<file path="config.mk">
export PLATFORM = sky130hd
export DESIGN_NAME = tape_regfile
export DESIGN_NICKNAME = d
export VERILOG_FILES = /design/src/rtl/tape_regs_pkg.sv /design/src/rtl/tape_rst_stretch.sv /design/src/rtl/tape_irq_flags.sv /design/src/rtl/tape_bus_decode.sv /design/src/rtl/tape_regfile.sv
export SDC_FILE = /design/constraint.sdc
export NUM_CORES = 1
export LEC_CHECK = 0
export ABC_CLOCK_PERIOD_IN_PS = 1900
export BUFFER_PORTS_ARGS = -buffer_cell sky130_fd_sc_hd__buf_2
export CAP_MARGIN = 25
export CORE_MARGIN = 1.5
export CORE_UTILIZATION = 30
export CTS_BUF_LIST = sky130_fd_sc_hd__clkbuf_4
export DETAILED_ROUTE_END_ITERATION = 7
export SLEW_MARGIN = 20
export SYNTH_ARGS = -nofsm -noshare
export SYNTH_HDL_FRONTEND = slang
export SYNTH_HIERARCHICAL = 1
export SYNTH_SLANG_ARGS = --single-unit
</file>
<file path="constraint.sdc">
create_clock -name clk -period 1.9 [get_ports clk]
set_input_delay 0.19 -clock clk [delete_from_list [all_inputs] [get_ports clk]]
set_output_delay 0.19 -clock clk [all_outputs]
set_load 0.05 [all_outputs]
</file>
<file path="src/rtl/tape_regs_pkg.sv">
package tape_regs_pkg;
    localparam logic [7:0] OFS_CMD   = 8'h80;
    localparam logic [7:0] OFS_CTRL  = 8'h82;
    localparam logic [7:0] OFS_LSTAT = 8'h84;
    localparam logic [7:0] OFS_ICLR  = 8'h88;
    localparam logic [7:0] OFS_DMA0  = 8'h8A;
    localparam int DMA_BYTES = 3;
    localparam int NUM_FLAGS = 2;
    localparam int CB_RESET  = 1;
    localparam int CB_ONLINE = 2;
    localparam int CB_WREN   = 5;
    localparam int CB_RDEN   = 6;
    localparam int CB_SEL    = 7;
    localparam logic [7:0] CTRL_MASK = 8'hE6;

    typedef enum logic [1:0] {
        RS_IDLE,
        RS_PULSE,
        RS_HELD
    } rst_state_t;
endpackage

</file>
<file path="src/rtl/tape_rst_stretch.sv">
module tape_rst_stretch
    import tape_regs_pkg::*;
#(
    parameter int RST_HOLD = 5000
) (
    input  logic clk,
    input  logic rst_n,
    input  logic req,
    output logic drv_reset_n
);
    localparam int CNT_W = $clog2(RST_HOLD + 1);
    localparam logic [CNT_W-1:0] LAST = CNT_W'(RST_HOLD - 1);

    rst_state_t state, nxt;
    logic [CNT_W-1:0] cnt;

    always_ff @(posedge clk or negedge rst_n) begin
        if (!rst_n) begin
            state <= RS_IDLE;
            cnt   <= '0;
        end else begin
            state <= nxt;
            if (state == RS_PULSE) cnt <= cnt + 1'b1;
            else                   cnt <= '0;
        end
    end

    always_comb begin
        nxt = state;
        unique case (state)
            RS_IDLE:  if (req) nxt = RS_PULSE;
            RS_PULSE: if (cnt == LAST) nxt = req ? RS_HELD : RS_IDLE;
            RS_HELD:  if (!req) nxt = RS_IDLE;
            default:  nxt = RS_IDLE;
        endcase
    end

    always_comb begin
        drv_reset_n = !(req || (state != RS_IDLE));
    end
endmodule

</file>
<file path="src/rtl/tape_irq_flags.sv">
module tape_irq_flags #(
    parameter int NUM = 2
) (
    input  logic           clk,
    input  logic           rst_n,
    input  logic [NUM-1:0] set,
    input  logic           clr,
    output logic [NUM-1:0] flags
);
    for (genvar i = 0; i < NUM; i++) begin : g_flag
        always_ff @(posedge clk or negedge rst_n) begin
            if (!rst_n)      flags[i] <= 1'b0;
            else if (set[i]) flags[i] <= 1'b1;
            else if (clr)    flags[i] <= 1'b0;
        end
    end
endmodule

</file>
<file path="src/rtl/tape_bus_decode.sv">
module tape_bus_decode
    import tape_regs_pkg::*;
(
    input  logic                 bus_sel,
    input  logic                 bus_wr,
    input  logic [7:0]           bus_addr,
    output logic                 wr_cmd,
    output logic                 wr_ctrl,
    output logic                 wr_clr,
    output logic [DMA_BYTES-1:0] wr_dma,
    output logic                 rd_ctrl,
    output logic                 rd_stat
);
    logic wr_any, rd_any;
    assign wr_any  = bus_sel && bus_wr;
    assign rd_any  = bus_sel && !bus_wr;
    assign wr_cmd  = wr_any && (bus_addr == OFS_CMD);
    assign wr_ctrl = wr_any && (bus_addr == OFS_CTRL);
    assign wr_clr  = wr_any && (bus_addr == OFS_ICLR);
    assign rd_ctrl = rd_any && (bus_addr == OFS_CTRL);
    assign rd_stat = rd_any && (bus_addr == OFS_LSTAT);

    for (genvar i = 0; i < DMA_BYTES; i++) begin : g_dma
        assign wr_dma[i] = wr_any && (bus_addr == OFS_DMA0 + 8'(2 * i));
    end
endmodule

</file>
<file path="src/rtl/tape_regfile.sv">
module tape_regfile
    import tape_regs_pkg::*;
#(
    parameter int RST_HOLD = 5000
) (
    input  logic        clk,
    input  logic        rst_n,
    input  logic        bus_sel,
    input  logic        bus_wr,
    input  logic [7:0]  bus_addr,
    input  logic [7:0]  bus_wdata,
    output logic [7:0]  bus_rdata,
    output logic        bus_ack,
    output logic        drv_reset_n,
    output logic        drv_online_n,
    output logic        drv_wr_en,
    output logic        drv_rd_en,
    output logic        led_sel,
    input  logic        drv_ack_n,
    input  logic        drv_ready_n,
    input  logic        drv_exc_n,
    input  logic        drv_dir,
    output logic [7:0]  cmd_data,
    output logic        cmd_stb,
    output logic [23:0] dma_addr,
    input  logic        tc_pulse,
    input  logic        eoc_pulse,
    output logic        irq
);
    logic                 wr_cmd, wr_ctrl, wr_clr, rd_ctrl, rd_stat;
    logic [DMA_BYTES-1:0] wr_dma;
    logic [7:0]           ctrl_q;
    logic [7:0]           dma_b [DMA_BYTES];
    logic [NUM_FLAGS-1:0] flag_q;
    logic [7:0]           stat_v, rd_v;

    tape_bus_decode u_dec (
        .bus_sel (bus_sel),
        .bus_wr  (bus_wr),
        .bus_addr(bus_addr),
        .wr_cmd  (wr_cmd),
        .wr_ctrl (wr_ctrl),
        .wr_clr  (wr_clr),
        .wr_dma  (wr_dma),
        .rd_ctrl (rd_ctrl),
        .rd_stat (rd_stat)
    );

    tape_irq_flags #(.NUM(NUM_FLAGS)) u_flags (
        .clk  (clk),
        .rst_n(rst_n),
        .set  ({eoc_pulse, tc_pulse}),
        .clr  (wr_clr),
        .flags(flag_q)
    );

    tape_rst_stretch #(.RST_HOLD(RST_HOLD)) u_rst (
        .clk        (clk),
        .rst_n      (rst_n),
        .req        (ctrl_q[CB_RESET]),
        .drv_reset_n(drv_reset_n)
    );

    always_ff @(posedge clk or negedge rst_n) begin
        if (!rst_n) begin
            ctrl_q    <= '0;
            cmd_data  <= '0;
            cmd_stb   <= 1'b0;
            bus_ack   <= 1'b0;
            bus_rdata <= '0;
        end else begin
            if (wr_ctrl) ctrl_q <= bus_wdata & CTRL_MASK;
            if (wr_cmd)  cmd_data <= bus_wdata;
            cmd_stb   <= wr_cmd;
            bus_ack   <= bus_sel;
            bus_rdata <= bus_sel ? rd_v : 8'h00;
        end
    end

    for (genvar i = 0; i < DMA_BYTES; i++) begin : g_dma
        always_ff @(posedge clk or negedge rst_n) begin
            if (!rst_n)         dma_b[i] <= '0;
            else if (wr_dma[i]) dma_b[i] <= bus_wdata;
        end
        assign dma_addr[8*i +: 8] = dma_b[i];
    end

    always_comb begin
        stat_v = {2'b00, flag_q[1], flag_q[0], drv_dir, !drv_exc_n, !drv_ready_n, !drv_ack_n};
        rd_v   = 8'h00;
        if (rd_ctrl)      rd_v = ctrl_q;
        else if (rd_stat) rd_v = stat_v;
    end

    assign drv_online_n = !ctrl_q[CB_ONLINE];
    assign drv_wr_en    = ctrl_q[CB_WREN];
    assign drv_rd_en    = ctrl_q[CB_RDEN];
    assign led_sel      = ctrl_q[CB_SEL];
    assign irq          = ctrl_q[CB_SEL] && (|flag_q);
endmodule

</file>
# After elaboration in Yosys (flattened, before gate mapping)
# Index checks and enable logic that the tools add are counted.
[word_totals]
inputBits = 26
output_inout_bits = 48
register_bits = 64
[op_classes]
eq_ne = 13
addsub = 1
reduce_logical = 24
mux = 12
[op_table]
columns = ["operator", "n"]
rows = [
  ["8-bit == test, second input constant", 7],
  ["8-bit 2-to-1 mux", 2],
  ["13-bit by 1-bit adder with 13-bit output, second input constant", 1],
  ["13-bit == test, second input constant", 1],
  ["13-bit 2-to-1 mux", 1],
  ["1-bit logical AND", 11],
  ["2-bit 2-to-1 mux", 4],
  ["1-bit logical NOT", 6],
  ["6-bit 2-to-1 mux", 1],
  ["2-bit inequality test, second input constant", 3],
  ["2-bit case mux with 3 select lines", 1],
  ["2-bit nonzero test", 3],
  ["1-bit 2-to-1 mux", 3],
  ["3-bit AND reduction", 1],
  ["2-bit by 1-bit == test with 1-bit output, second input constant", 1],
  ["2-bit == test, second input constant", 1],
  ["2-bit logical NOT", 1],
  ["2-bit OR reduction", 1],
  ["1-bit logical OR", 1],
]

# Depth between registers and ports, before layout
[logic_depth]
word_depth = 6
ltp_mapped = 5
depth_no_buf = 4

# By module
# Netlist, hierarchy kept.
[modules_own_cells]
columns = ["mod", "instances", "cells_each", "area_per_inst_um2"]
rows = [
  ["tape_regfile", 1, 106, 1889.3],
  ["tape_rst_stretch", 1, 73, 729.4],
  ["tape_bus_decode", 1, 17, 111.4],
  ["tape_irq_flags", 1, 5, 68.8],
]

# Least setup slack after synthesis
# Ideal clock, no wire load.
[synth_timing]
kind = "input-to-reg"
start = "input port bus_addr[5]"
end = "register ctrl_q[1]"
path_buffers = 1
required_ps = 1775
path_slack_ps = -137
stages = 4
arrival_time_ps = 1912
setup_ps = 125
path_cell_list = "or4b_1 buf_2 nor4_1 mux2_2"
[synth_via]
elab_chain_cells = 2
[synth_rtl]
columns = ["element", "line_no", "rtl"]
rows = [
  ["start, declared", "tape_regfile.sv:10", "input logic [7:0] bus_addr,"],
  ["8-bit == test", "tape_bus_decode.sv:18", "assign wr_ctrl = wr_any && (bus_addr == OFS_CTRL);"],
  ["1-bit logical AND", "tape_bus_decode.sv:18", ""],
  ["named net wr_ctrl", "tape_regfile.sv:30", "logic wr_cmd, wr_ctrl, wr_clr, rd_ctrl, rd_stat;"],
  ["end signal, assigned", "tape_regfile.sv:72", "if (wr_ctrl) ctrl_q <= bus_wdata & CTRL_MASK;"],
  ["end, declared", "tape_regfile.sv:32", "logic [7:0] ctrl_q;"],
]
# The timed path passes the listed nets, and every way through them passes these cells.
# A chain may end at the register's enable or synchronous reset.

# Worst setup path in the final report
[layout_timing]
start = "register u_rst.cnt[5]"
end = "register u_rst.state[0]"
[layout_via]
elab_chain_cells = 3
[layout_rtl]
columns = ["element", "line_no", "rtl"]
rows = [
  ["start, declared", "tape_rst_stretch.sv:15", "logic [CNT_W-1:0] cnt;"],
  ["start signal, assigned", "tape_rst_stretch.sv:23", "if (state == RS_PULSE) cnt <= cnt + 1'b1;"],
  ["13-bit == test", "tape_rst_stretch.sv:32", "RS_PULSE: if (cnt == LAST) nxt = req ? RS_HELD : RS_IDLE;"],
  ["2-bit inequality test (no line)", "n/a", ""],
  ["3-bit AND reduction (no line)", "n/a", ""],
  ["end signal, assigned", "tape_rst_stretch.sv:22", "state <= nxt;"],
  ["end, declared", "tape_rst_stretch.sv:14", "rst_state_t state, nxt;"],
]
# No other way between the ends.

==> metrics.cfg <==
[power_and_ir_drop]
leakagePower_nw = 1.786
max-vdd-ir-drop_mv = 0.2931
cellPowerDensity_nw_per_um2 = 768.6

[critical_path]
worst_path_largest_cell_delay_ns = 0.54
cp_max_fo = 5
reg2reg_from = u_rst/cnt[5]$_DFF_PN0_
cp_slowest_cell = or4_1
worstRegToRegCells = 3
crit_required_ns = 2.19
reg2reg_setup_slack_ns = 0.12
path_cells = or4_1 -> or4_1 -> nor3b_2
critPathTopFamily = simple AND/OR/NAND/NOR gates
path_class = reg2reg
reg2reg_to = u_rst/state[0]$_DFFE_PN0P_
cp.arrival_ns = 2.08
start_kind = flip-flop
critPathBufInv = 0
cp_common_cell = or4_1
endpoint_kind = flip-flop

[global_route]
grt_pass1_vias = 1831
track_usage_pct = 12.96
use_met2_pct = 18.18
antenna_found_initial = 0
gr-total-overflow = 0
grt_max_degree = 65
grt-busiest-layer = met1
globalRouteMet3Util_pct = 2.881
grt_pass1_wl_um = 9791
met1_usage_pct = 19.13

[sta]
fin_crit_ns = 1.785
finalWorstSetupSlack_ns = 0.1153
finalHoldViolCount = 0
fmax_ghz = 0.5603
setup_violations = 0
worstMarginPinSlew_ns = 0.4398
maxSlewHeadroom_pct = 70.68
rsz0062_at_grt = no
finalClockSkew_ns = 0.02294
fin_setup_tns_ns = 0
finalCritPeriodShare_pct = 93.93
slew_viol_final = 0

[placed_design]
pre_cts_slack_ns = -0.05517
io_buffers = 73
dp_cells = 387
postPlaceCellArea_um2 = 3408
gp_congestion = 0.7999
dpl.hpwl_um = 4262

[outcome]
outcome = finished clean

[flow_run]
drv_cap = 0

[clock_network]
postCtsSetupBuffers = 0
cts_tree = done
insertion_delay_ns = 0.41
clockBufferDepth = 2
path_clk_slew_ns = 0.13
cts-buffers-inserted = 9
cts-root-buf = clkbuf_4
ctsHoldBuffers = 4
clock_sinks = 64
htreeDepth = 3
cts_resized = 0

[logic_synthesis]
synth_area_leader_cell = dfrtp_1
synthCells = 201
yosys_warnings = 6
ys_ff_latch = 64
yosysMostFrequentCell = dfrtp_1
synth_edf_count = 0
yosysSeqAreaShare_pct = 57.22
synthFlopType = dfrtp_1
synth.distinct_cells = 39
synth_fp_nets = 228
syn_area_per_cell_um2 = 13.93
syn_area_um2 = 2799
synthArstFlopShare_pct = 100.0
synth_area_leaders = dfrtp_1, mux2_4, buf_6
synth_top_area_share_pct = 57.22
synth_common_cells = dfrtp_1, mux2_4, a21oi_1, nand2_1

[worst_hold_path]
min_path_cells = 2
min_to = bus_rdata[3]$_DFF_PN0_
hp-class = in2reg
min-delay-start = drv_dir

[floorplanning]
die_h_um = 99.59
boundaryPins = 74
chipWidth_um = 99.59
dieArea_um2 = 9918
start_util_pct = 30.58
rows = 35
core_um2 = 9153

[drt]
drtAntennaViolNets = 0
route.detailed.drc = 0
drt-vias-per-instance = 4.725
vias = 1923
routed_wirelength_um = 6105
first_iter_violations = 103
wire_per_inst_um = 15.00
dr.pass1.iters = 4

[layout]
drive_gt1_share_pct = 50.68
instances_no_fill = 407
fin_nets = 318
diodes = 0
stdcell_area_um2 = 3591
synthToLayoutAreaGrowth_pct = 28.30

==> per-layer routing <==
metal	wire, um	vias up
met2	2764	53
li1	-	912
met3	227	9
met1	3028	949
met4	85	0
met5	0	-
==> report_power, final <==
part           leakage (nW)  internal (mW)  total (mW)  switching (mW)
Sequential            0.869           1.41        1.45          0.0412
Clock                0.0746          0.421       0.938           0.517
Combinational         0.842          0.122       0.369           0.247
Total                  1.79           1.95        2.76           0.805
==> how the worst max path moves through the flow <==
stage                                 startpoint                    endpoint  slack, ns  cells after the start
after CTS                 u_rst/cnt[5]$_DFF_PN0_  u_rst/state[0]$_DFFE_PN0P_       0.12                      3
after global placement               bus_addr[5]      bus_rdata[3]$_DFF_PN0_      -0.01                      7
final                     u_rst/cnt[5]$_DFF_PN0_  u_rst/state[0]$_DFFE_PN0P_       0.12                      3
after global routing      u_rst/cnt[5]$_DFF_PN0_  u_rst/state[0]$_DFFE_PN0P_       0.07                      3
after detailed placement             bus_addr[5]      bus_rdata[3]$_DFF_PN0_      -0.06                      7
after floorplan                      bus_addr[5]       ctrl_q[1]$_DFFE_PN0P_       0.06                      4
==> kinds of logic after synthesis <==
family                   Yosys count  share of synthesized area [%]
XOR/XNOR                           3                         0.9389
multiplexers                      36                          18.78
AND/OR/NAND/NOR                   62                          14.48
flip-flops                        64                          57.22
AO/OA/AOI/OAI                     24                          5.275
buffers and inverters             11                          2.861
adder cells (fa/ha/maj)            1                         0.4470
==> worst register-to-register path: stages (launching register included) <==
cell and delay, ns:
dfrtp_1 0.43, or4_1 0.54, or4_1 0.53, nor3b_2 0.18
==> stage by stage <==
stage / utilization (%) / hold slack [ns] / total power [mW]
3_5_place_dp: 37.24 / 0.2349 / 1.849
4_1_cts: 39.23 / 0.002287 / 2.811
2_1_floorplan: - / -0.1056 / 1.707
3_3_place_gp: 37.24 / 0.2335 / 1.845
6_report: 39.23 / 0.02944 / 2.760
5_1_grt: 39.23 / 0.01343 / 2.896
==> registers in the layout (all words and copies together), names as in the netlist <==
register       cells
u_rst/cnt         13
cmd_data           8
u_flags/flags      2
bus_rdata          8
u_rst/state        2
bus_ack            1
dma_addr          24
ctrl_q             5
cmd_stb            1
==> area by class of cell <==
cell class	instances	area (um^2)
fillers	878	5562
flip-flops and latches	64	1602
multi-input cells	126	1154
repair buffers	87	543.0
well taps	111	138.9
clock buffers	10	75.07
clock inverters	6	67.56
inverters	3	11.26
==> cells in the final DEF (no fill, tap or decap), types with 2 or more instances in the layout <==
cell,count
a21o_1,2
a21oi_1,8
a32o_1,2
and2_1,2
and3_2,4
buf_12,5
buf_2,73
buf_4,5
clkbuf_4,10
clkinv_4,2
dfrtp_1,64
dlygate4sd3_1,4
inv_1,3
mux2_2,4
mux2_4,32
nand2_1,7
nand2b_1,5
nand3_1,6
nand4_1,3
nor2_1,5
nor2b_4,2
nor3_1,2
nor3_2,3
nor4_1,2
nor4_2,2
o21ai_0,5
o21ai_1,2
o31ai_1,4
or3_1,3
or4_1,6
xnor2_1,2
Power figures use the tool's default switching activity.
